### src/rtl/rxq_pkg.sv
package rxq_pkg;

  // Strobes the control sends to the storage datapath
  typedef struct packed {
    logic push;
    logic pop;
    logic clear;
  } rxqStrobeT;

  // One stored character and its tags
  typedef struct packed {
    logic       brk;
    logic       framing;
    logic       parity;
    logic [7:0] data;
  } rxqEntryT;

  // Trigger depth for a 2-bit select, clamped to the storage depth
  function automatic int unsigned trigDepth(input logic [1:0] sel, input int unsigned depth);
    int unsigned d;
    case (sel)
      2'b00:   d = 1;
      2'b01:   d = 4;
      2'b10:   d = 8;
      default: d = 14;
    endcase
    return (d > depth) ? depth : d;
  endfunction

endpackage

### src/rtl/rxq_datapath.sv
module rxq_datapath
  import rxq_pkg::*;
#(
  parameter int DEPTH = 16,
  localparam int PTR_W = (DEPTH > 1) ? $clog2(DEPTH) : 1,
  localparam int LVL_W = $clog2(DEPTH + 1)
) (
  input  logic             clk,
  input  logic             rstN,
  input  rxqStrobeT        strobe,
  input  rxqEntryT         wrEntry,
  output rxqEntryT         headEntry,
  output logic [LVL_W-1:0] level
);

  rxqEntryT         slot [DEPTH];
  logic [PTR_W-1:0] wrPtr;
  logic [PTR_W-1:0] rdPtr;

  function automatic logic [PTR_W-1:0] bump(input logic [PTR_W-1:0] p);
    return (p == PTR_W'(DEPTH - 1)) ? '0 : p + 1'b1;
  endfunction

  // One write-enabled register per entry
  for (genvar i = 0; i < DEPTH; i++) begin : g_slot
    always_ff @(posedge clk) begin
      if (strobe.push && (wrPtr == PTR_W'(i))) slot[i] <= wrEntry;
    end
  end

  always_ff @(posedge clk) begin
    if (!rstN) begin
      wrPtr <= '0;
      rdPtr <= '0;
      level <= '0;
    end else if (strobe.clear) begin
      wrPtr <= '0;
      rdPtr <= '0;
      level <= '0;
    end else begin
      if (strobe.push) wrPtr <= bump(wrPtr);
      if (strobe.pop)  rdPtr <= bump(rdPtr);
      case ({strobe.push, strobe.pop})
        2'b10:   level <= level + 1'b1;
        2'b01:   level <= level - 1'b1;
        default: level <= level;
      endcase
    end
  end

  assign headEntry = (level != '0) ? slot[rdPtr] : '0;

  // storage never exceeds its depth
  p_no_overflow_r3: assert property (@(posedge clk) disable iff (!rstN)
    (strobe.push && !strobe.pop && !strobe.clear) |-> (level < LVL_W'(DEPTH)));

  // pops only happen on a non-empty queue
  p_pop_nonempty_r2: assert property (@(posedge clk) disable iff (!rstN)
    strobe.pop |-> (level != '0));

  // a flush leaves the queue empty
  p_clear_empties_r9: assert property (@(posedge clk) disable iff (!rstN)
    strobe.clear |=> (level == '0));

endmodule

### src/rtl/rxq_control.sv
module rxq_control
  import rxq_pkg::*;
#(
  parameter int DEPTH = 16,
  localparam int LVL_W = $clog2(DEPTH + 1)
) (
  input  logic             clk,
  input  logic             rstN,
  input  logic             rxValid,
  input  logic [7:0]       rxData,
  input  logic             rxParityErr,
  input  logic             rxFrameErr,
  input  logic             rxBreak,
  input  logic             dataRead,
  input  logic             statusRead,
  input  logic             ctrlWrite,
  input  logic             ctrlFifoEn,
  input  logic             ctrlRxClear,
  input  logic             ctrlTxClear,
  input  logic [1:0]       ctrlTrigSel,
  input  logic             txQueueEmpty,
  input  logic             txShiftEmpty,
  input  logic [LVL_W-1:0] level,
  input  logic [2:0]       headFlags,
  output rxqStrobeT        strobe,
  output rxqEntryT         wrEntry,
  output logic [7:0]       lineStatus,
  output logic             trigReached,
  output logic             txFlushPulse
);

  logic       fifoEn;
  logic [1:0] trigSel;
  logic       overrun;
  logic       errSticky;
  logic       breakActive;

  logic             nonEmpty;
  logic [LVL_W-1:0] capacity;
  logic             full;
  logic             clearNow;
  logic             candidate;
  logic             canTake;
  logic             anyTag;
  logic             lostChar;

  assign nonEmpty  = (level != '0);
  assign capacity  = fifoEn ? LVL_W'(DEPTH) : LVL_W'(1);
  assign full      = (level >= capacity);
  assign clearNow  = ctrlWrite && (ctrlRxClear || (ctrlFifoEn != fifoEn));
  assign candidate = rxValid && !(rxBreak && breakActive);
  assign anyTag    = rxParityErr || rxFrameErr || rxBreak;

  always_comb begin
    strobe.clear = clearNow;
    strobe.pop   = dataRead && nonEmpty && !clearNow;
    canTake      = !full || strobe.pop;
    strobe.push  = candidate && canTake && !clearNow;
    lostChar     = candidate && !canTake && !clearNow;
  end

  always_comb begin
    wrEntry.brk     = rxBreak;
    wrEntry.framing = rxFrameErr;
    wrEntry.parity  = rxParityErr;
    wrEntry.data    = rxBreak ? 8'h00 : rxData;
  end

  always_ff @(posedge clk) begin
    if (!rstN) begin
      fifoEn       <= 1'b0;
      trigSel      <= 2'b00;
      overrun      <= 1'b0;
      errSticky    <= 1'b0;
      breakActive  <= 1'b0;
      txFlushPulse <= 1'b0;
    end else begin
      if (ctrlWrite) begin
        fifoEn  <= ctrlFifoEn;
        trigSel <= ctrlTrigSel;
      end
      txFlushPulse <= ctrlWrite && ctrlTxClear;

      if (rxValid) breakActive <= rxBreak;

      if (lostChar)        overrun <= 1'b1;
      else if (statusRead) overrun <= 1'b0;

      if (strobe.push && fifoEn && anyTag)            errSticky <= 1'b1;
      else if (statusRead || clearNow || !fifoEn)      errSticky <= 1'b0;
    end
  end

  always_comb begin
    lineStatus[0]   = nonEmpty;
    lineStatus[1]   = overrun;
    lineStatus[4:2] = nonEmpty ? headFlags : 3'b000;
    lineStatus[5]   = txQueueEmpty;
    lineStatus[6]   = txQueueEmpty && txShiftEmpty;
    lineStatus[7]   = errSticky && fifoEn;
  end

  assign trigReached = fifoEn ? (level >= LVL_W'(trigDepth(trigSel, DEPTH))) : nonEmpty;

  // a character refused by a full queue raises the overrun bit
  p_overrun_set_r3: assert property (@(posedge clk) disable iff (!rstN)
    (rxValid && !(rxBreak && breakActive) && full && !(dataRead && nonEmpty) && !clearNow)
      |=> lineStatus[1]);

  // break-tagged arrivals during an active break never store
  p_break_once_r5: assert property (@(posedge clk) disable iff (!rstN)
    (rxValid && rxBreak && breakActive) |-> !strobe.push);

  // a status read with no tagged store clears the error summary
  p_err_clear_r6: assert property (@(posedge clk) disable iff (!rstN)
    (statusRead && !(strobe.push && anyTag)) |=> !lineStatus[7]);

  // the trigger never fires on an empty queue
  p_trig_nonempty_r7: assert property (@(posedge clk) disable iff (!rstN)
    trigReached |-> lineStatus[0]);

  // the flush pulse follows a flush write
  p_flush_pulse_r10: assert property (@(posedge clk) disable iff (!rstN)
    (ctrlWrite && ctrlTxClear) |=> txFlushPulse);

endmodule

### src/rtl/uart_rx_queue.sv
module uart_rx_queue
  import rxq_pkg::*;
#(
  parameter int DEPTH = 16,
  localparam int LVL_W = $clog2(DEPTH + 1)
) (
  input  logic       clk,
  input  logic       rstN,
  input  logic       rxValid,
  input  logic [7:0] rxData,
  input  logic       rxParityErr,
  input  logic       rxFrameErr,
  input  logic       rxBreak,
  input  logic       dataRead,
  output logic [7:0] readData,
  input  logic       statusRead,
  output logic [7:0] lineStatus,
  input  logic       ctrlWrite,
  input  logic       ctrlFifoEn,
  input  logic       ctrlRxClear,
  input  logic       ctrlTxClear,
  input  logic [1:0] ctrlTrigSel,
  input  logic       txQueueEmpty,
  input  logic       txShiftEmpty,
  output logic       trigReached,
  output logic       txFlushPulse
);

  rxqStrobeT        strobe;
  rxqEntryT         wrEntry;
  rxqEntryT         headEntry;
  logic [LVL_W-1:0] level;

  rxq_datapath #(.DEPTH(DEPTH)) u_path (
    .clk       (clk),
    .rstN      (rstN),
    .strobe    (strobe),
    .wrEntry   (wrEntry),
    .headEntry (headEntry),
    .level     (level)
  );

  rxq_control #(.DEPTH(DEPTH)) u_ctrl (
    .clk          (clk),
    .rstN         (rstN),
    .rxValid      (rxValid),
    .rxData       (rxData),
    .rxParityErr  (rxParityErr),
    .rxFrameErr   (rxFrameErr),
    .rxBreak      (rxBreak),
    .dataRead     (dataRead),
    .statusRead   (statusRead),
    .ctrlWrite    (ctrlWrite),
    .ctrlFifoEn   (ctrlFifoEn),
    .ctrlRxClear  (ctrlRxClear),
    .ctrlTxClear  (ctrlTxClear),
    .ctrlTrigSel  (ctrlTrigSel),
    .txQueueEmpty (txQueueEmpty),
    .txShiftEmpty (txShiftEmpty),
    .level        (level),
    .headFlags    ({headEntry.brk, headEntry.framing, headEntry.parity}),
    .strobe       (strobe),
    .wrEntry      (wrEntry),
    .lineStatus   (lineStatus),
    .trigReached  (trigReached),
    .txFlushPulse (txFlushPulse)
  );

  assign readData = headEntry.data;

endmodule

### config.mk
export PLATFORM = sky130hd
export DESIGN_NAME = uart_rx_queue
export DESIGN_NICKNAME = d
export VERILOG_FILES = /design/src/rtl/rxq_pkg.sv /design/src/rtl/rxq_datapath.sv /design/src/rtl/rxq_control.sv /design/src/rtl/uart_rx_queue.sv
export SDC_FILE = /design/constraint.sdc
export NUM_CORES = 1
export LEC_CHECK = 0
export BUFFER_PORTS_ARGS = -buffer_cell sky130_fd_sc_hd__buf_4
export CORE_MARGIN = 2
export CORE_UTILIZATION = 24
export CTS_CLUSTER_DIAMETER = 60
export DETAILED_ROUTE_END_ITERATION = 10
export GPL_ROUTABILITY_DRIVEN = 1
export PLACE_DENSITY = 0.45
export SYNTH_ARGS = -nofsm -noshare
export SYNTH_HDL_FRONTEND = slang
export SYNTH_SLANG_ARGS = --single-unit
### constraint.sdc
create_clock -name clk -period 3.3 [get_ports clk]
set_input_delay 0.165 -clock clk [delete_from_list [all_inputs] [get_ports clk]]
set_output_delay 0.165 -clock clk [all_outputs]
set_load 0.02 [all_outputs]
Yosys cells after proc, flatten, opt, wreduce, memory -nomap -nowiden --
Memory sizes are Yosys's and may differ from the RTL's. A register that Yosys moved wholly into a read port is not among the register bits. Cells that the tools add are included.
Storage, ports and cells: output and inout port bits 18, memories 1, logic and storage cells 195, register bits after elaboration 20, bits of input ports 24, bits in writable memories 176
Operators by class: multiplexer cells 93, bitwise operators 1, add/subtract/negate cells 4, equality and inequality tests 21, $lt $le $gt $ge 3, reductions and logical operators 63
Memories:
- u_path.slot | words 16, width 11, read ports 1, clocked after Yosys merged registers in 1, write ports 1, line rxq_datapath.sv:16 | rxqEntryT slot [DEPTH];
Operators with widths (number):
- $mux 11 | 16
- $reduce_or 11->1 | 15
- $mux 4 | 19
- $mux 1 | 52
- $eq 4x4->1 const B | 9
- $logic_and 1x1->1 | 30
- $eq 4x3->1 const B | 4
- $pmux 4 s3 | 1
- $ge 5x5->1 | 2
- $mux 5 | 2
- $pmux 5 s2 | 1
- $add 4x1->4 const B | 2
- $eq 4x2->1 const B | 2
- $mux 8 | 1
- $logic_or 1x1->1 | 6
- $reduce_bool 2->1 | 3
- $add 5x1->5 const B | 1
- $gt 4x5->1 const B | 1
- $logic_not 1->1 | 5
- $reduce_bool 5->1 | 1
- $sub 5x1->5 const B | 1
- $eq 2x1->1 const B | 2
- $eq 2x2->1 const B | 2
- $eq 4x1->1 const B | 1
- other kinds (6) | 6

Logic depth before layout (Yosys ltp) --
word-level depth 27, mapped depth 15, gate-level depth less buffers 14

By module --
From an unflattened synthesis, not the netlist that was laid out.
Unflattened totals: cell total of the unflattened synthesis 462, area, all modules 8475.6 um^2
Modules (own cells, without submodules):
- rxq_datapath | seq. area each 5625.4 um^2, instances 1, area each 7840.0 um^2, cells an instance 386
- rxq_control | seq. area each 140.1 um^2, instances 1, area each 635.6 um^2, cells an instance 76

Least setup slack after synthesis --
Ideal clock, no wire load.
kind reg2reg, start register u_path.level[0], end register u_path.level[4], arrival 3.110 ns, period minus slack after synthesis 3.180 ns, slack 0.120 ns, cell stages (with the launch flop) 16, setup time 0.070 ns, required time 3.230 ns, cells stage by stage dfxtp_1 -> inv_1 -> ha_1 -> nor4b_2 -> a21oi_1 -> a21oi_4 -> inv_1 -> ha_1 -> clkbuf_1 -> xor2_1 -> ha_1 -> a21oi_1 -> a32o_1 -> a21oi_1 -> or3_1 -> a21oi_1
On the way: cells in the longest elaborated chain, start to end 8, elaborated cells on any way between the ends 14, those cells by class 2 x add/sub; 1 x order compare; 2 x eq/ne; 1 x mux; 8 x reduce/logical
RTL lines:
- from (decl) | line rxq_datapath.sv:13 | output logic [LVL_W-1:0] level
- from (signal assigned) | line rxq_datapath.sv:44 | 2'b10: level <= level + 1'b1;
- from (signal assigned) | line rxq_datapath.sv:45 | 2'b01: level <= level - 1'b1;
- from (signal assigned) | line rxq_datapath.sv:46 | default: level <= level;
- branches (longest 8 deep; another with $ge 5x5->1)
Several ways; the timed one is not identified. A chain may end at the register's enable or synchronous reset.

Worst setup path after layout --
Ends and elaborated chain as after synthesis.

==> results <==
- By area, the combinational part of the netlist is dominated by multiplexers.
- The worst setup path is captured at a flip-flop.
- Across all register-to-register paths, the minimum setup slack is 0.30 ns.
- Sorting the synthesized cells by area gives the leading types as edfxtp_1 (65%), mux4_2 (12%), dfxtp_1 (5.9%), mux2i_1 (3.5%), ha_1 (2.1%).
- Row generation in the floorplan step produced 67 rows.
- The peak per-stage delay on the critical path is 0.46 ns.
- At the pin with the least slew margin, the transition time is 1.20 ns.
- After synthesis the netlist holds a flip-flop and latch count of 200.
- The floorplan step defined a die boundary enclosing 35,600 µm².
- The critical path goes through inv_1, ha_1, nor4b_2, a21oi_1, a21oi_4, inv_1, ha_1, xor2_1, ha_1, a21oi_2, a32o_1, a21oi_1, or3_1, a21oi_1.
- The fill cell instance count of the final layout is 3,368.
- The net switching power is 1250 µW.
- The arrival time of the worst setup path is 3.36 ns.
- The cell area after layout is 9860 µm².
- The slowest cell on the critical path is dfxtp_1.
- In the routed design, unresolved DRC markers number 0.
- The number of max-slew violations in the final report came to 0.
- The initial utilization of the core area, before any placement, comes to 0.244.
- The root cell of the clock tree is clkbuf_16.
- In this run the worst setup path terminates at u_path.level[4].
- Entering global routing, the biggest net connects 27 pins.
- The floorplan step defined a core boundary enclosing 33,500 µm².
- After the last flow step, the layout net total stands at 558.
- The post-route antenna net violation count is 0.
- Relative to the synthesized area, the layout overhead comes to 20.4%.
- The share of power burned in registers is 0.530.
- The post-synthesis compound-gate area fraction is 0.0397.
- In this run the cell area of the synthesized design comes to 8190 µm².
- The number of levels the H-tree was split into is 4.
- IR analysis of the VDD net gives a maximum drop of 353 µV.
- The class of the tightest hold or removal check is in2reg.
- Setup violations remaining at the end of the flow were counted as 0.
- Adding up every negative setup slack in the final design gives 0 ns.
- In this run, distinct cell masters in the synthesized netlist total 46.
- The congestion estimate from routability-driven global placement came to 0.704.
- Of the total synthesized cell area, the portion taken by AND, OR, NAND and NOR gates is 0.0481.
- During synthesis, Yosys emitted a total of 0 warnings.
- The largest fanout of any net on the critical path is 6.
- In this run, the number of DRC markers left after iteration 0 of detailed routing was 246.
- The horizontal extent of the die is 189 µm.
- The post-CTS clock slew at the launch and capture registers of the worst setup and hold paths is 0.08 ns.
- STA classifies the critical path startpoint as a flip-flop.
- The number of clock buffers added by TritonCTS is 17.
- Of the post-synthesis cell area, the part taken by muxes is 0.157.
- The total nets after synthesis is 491.
- The path depth of the worst reg2reg path is 14.
- The library cell occupying the most area in the post-synthesis netlist is edfxtp_1.
- The instance count of the mapped netlist is 453.
- In the global route stage, overall resource usage came out at 0.105.
- The HPWL after detailed placement is 11.7 mm.
- In the layout the commonest cells are edfxtp_1 (176), buf_4 (67), mux4_2 (44).
- The clock period could shrink to 3.00 ns.
- In this run the critical register-to-register path is launched from u_path.level[0].
- Of the total power, the share spent switching nets is 0.237.
- The clock tree from TritonCTS is yes.
- Tracing the worst setup path back leads to its startpoint at u_path.level[0].
- Measured on the finished design, the core utilization comes to 0.294.
- The worst setup path is of the reg2reg kind.
- The vertical die dimension is 189 µm.
- The leakage component of the power is 0.00320 µW.
- Of the total synthesized cell area, the portion taken by XOR and XNOR cells is 0.00749.
- Headroom to the max-slew limit came out at 0.197.
- The clock insertion delay at the later pin of the skew report is 0.44 ns.
- The endpoint of the lowest-slack register-to-register path is u_path.level[4].
- The share of the Yosys chip area taken by registers is 0.704.
- The run finished with clean final reports.
- For this run, the top clock speed supported by timing is 333 MHz.
- STA puts the critical path data required time at 3.66 ns.
- The post-synthesis async set-or-reset flop share is 0.
- The longest clock path from root to sink contains 2 buffers.
- The area fraction of the dominant cell type after synthesis is 0.646.
- Leaving out fill and tap cells, the most frequent cell in the layout is edfxtp_1.
- Of the total synthesized cell area, the portion taken by full adders, half adders and majority gates is 0.0214.
- The number of post-CTS setup repair buffers is 0.
- In the synthesized netlist the dominant register cell turns out to be edfxtp_1.
- The number of enable-type register cells in the synthesized netlist is 176.
- The final global-route overflow total is 0.
- The total internal power is 4000 µW.
- The initial antenna violation count is 0.
- Clock tree synthesis found a total of 200 sinks.
- The power density relative to cell area is 533 nW/µm².
- The minimum hold slack is 0.0567 ns.
- Of the total power, combinational logic draws 0.058.
- The count of inserted antenna diode cells is 0.
- Setup repair after global routing left no endpoint under its margin.
- The largest clock skew in the final design is 0.0130 ns.
- The placed cell area is 9150 µm².
- 42 I/O pins were placed.
- After detailed routing, the total wire length is 18.0 mm.
- A synthesized cell averages 18.1 µm².
- The total number of vias is 4,213.
- Of the cells placed in the final design, the portion with a size suffix greater than 1 is 0.298.
- The number of failing hold endpoints at the final stage is 0.
- The share of power burned in the clock network is 0.412.
- The number of max-cap violations is 0.
- The first global-routing pass estimated 27.7 mm of wire.
- The count of input and output buffers is 41.
- In the final routed layout, each cell accounts on average for 18.3 µm.
- The via count of the first global-routing pass is 4,595.
- The first detailed-routing pass took 4 iterations.
- The via density per instance is 4.29.
- The portion of the clock cycle consumed by the worst path in the final layout is 0.909.
==> cells in the mapped netlist (2+ instances only) <==
library cell,instances
nor2_1,19
mux2i_1,29
dfxtp_1,24
buf_1,3
a21oi_1,10
inv_1,16
xnor2_1,2
edfxtp_1,176
nand3b_1,2
ha_1,14
and3_2,2
buf_4,3
and2_1,6
o22ai_1,14
mux4_2,44
nand3_1,4
nor2b_1,13
nor4_1,4
buf_2,6
xor2_1,5
or3_1,3
o21ai_0,6
clkbuf_1,13
a31oi_1,3
a21bo_2,2
nand2b_1,3
nand2_1,8
==> through the flow <==
step,setup WS (ns),instances,total power [µW]
detailed placement,0.255,942,3150
global route,0.119,981,5430
finish,0.299,981,5250
global placement,0.336,942,3140
floorplan,0.120,453,3020
CTS,0.231,981,5310
==> final cells by class <==
cell class | instances | area (µm²) | share of cell area
Timing Repair Buffer | 74 | 573 | 0.0581
Tap cell | 448 | 561 | 0.0569
Multi-Input combinational cell | 211 | 2270 | 0.230
Inverter | 16 | 60.1 | 0.00609
Clock inverter | 15 | 205 | 0.0208
Clock buffer | 17 | 425 | 0.0432
Sequential cell | 200 | 5770 | 0.585
==> timing repair <==
item | CTS | global route
hold buffers | 7 | 0
endpoints found under the setup margin | 0 | 1
resized for setup | 0 | 1
endpoints found under the hold margin | 7 | 0
==> power groups by stage <==
stage          sequential (µW)  combinational, µW  clock, µW
6_report                  2780                306       2160
5_1_grt                   2790                337       2310
4_1_cts                   2780                313       2220
3_5_place_dp              2840                306          0
3_3_place_gp              2840                300          0
2_1_floorplan             2840                181          0
==> critical path, delay by kind of cell, from the launching register on <==
kind	cells	cell delay (ns)
xor gates and xnor gates	1	0.15
buffers and inverters	2	0.17
AOI/OAI and AO/OA	6	0.91
and+or+nand+nor	2	0.53
adders and majority gates	3	0.70
DFF	1	0.46
==> worst min-delay path by stage <==
| stage | startpoint | endpoint | slack (ns) | depth (start not counted) |
|---|---|---|---|---|
| 2_1_floorplan | rxBreak | u_path.slot[0][10] | 0.26 | 0 |
| 3_3_place_gp | statusRead | u_ctrl.errSticky | 0.40 | 2 |
| 3_5_place_dp | statusRead | u_ctrl.errSticky | 0.40 | 2 |
| 4_1_cts | dataRead | flip-flop | 0.03 | 3 |
| 5_1_grt | ctrlWrite | u_ctrl.txFlushPulse | 0.05 | 2 |
| 6_report | dataRead | flip-flop | 0.06 | 3 |
==> cell families (layout without fill, tap and decap cells) <==
kind of cell,after synthesis,in the layout
flops,200,200
mux,73,73
simple gates,70,70
compound gates,47,47
buf+inv,42,122
fa+ha+maj,14,14
xor+xnor,7,7
==> state kept, by name, summed over array words and instances (netlist names), named ones only <==
signal and cells:
u_path.level 5, u_ctrl.trigSel 2, u_path.slot 176, u_ctrl.errSticky 1, u_ctrl.overrun 1, u_path.rdPtr 4, u_ctrl.txFlushPulse 1, u_path.wrPtr 4
u_ctrl.fifoEn 1, u_ctrl.breakActive 1
==> per-layer routing <==
metal  up-vias  GRT usage  routed length [µm]
met5         -          0                   0
met4         0     0.0300                 262
met3        16     0.0251                 636
met2        70      0.175                8670
met1      2191      0.137                8420
li1       1936          -                   -
Note: power is estimated with default switching activity, not from simulation.
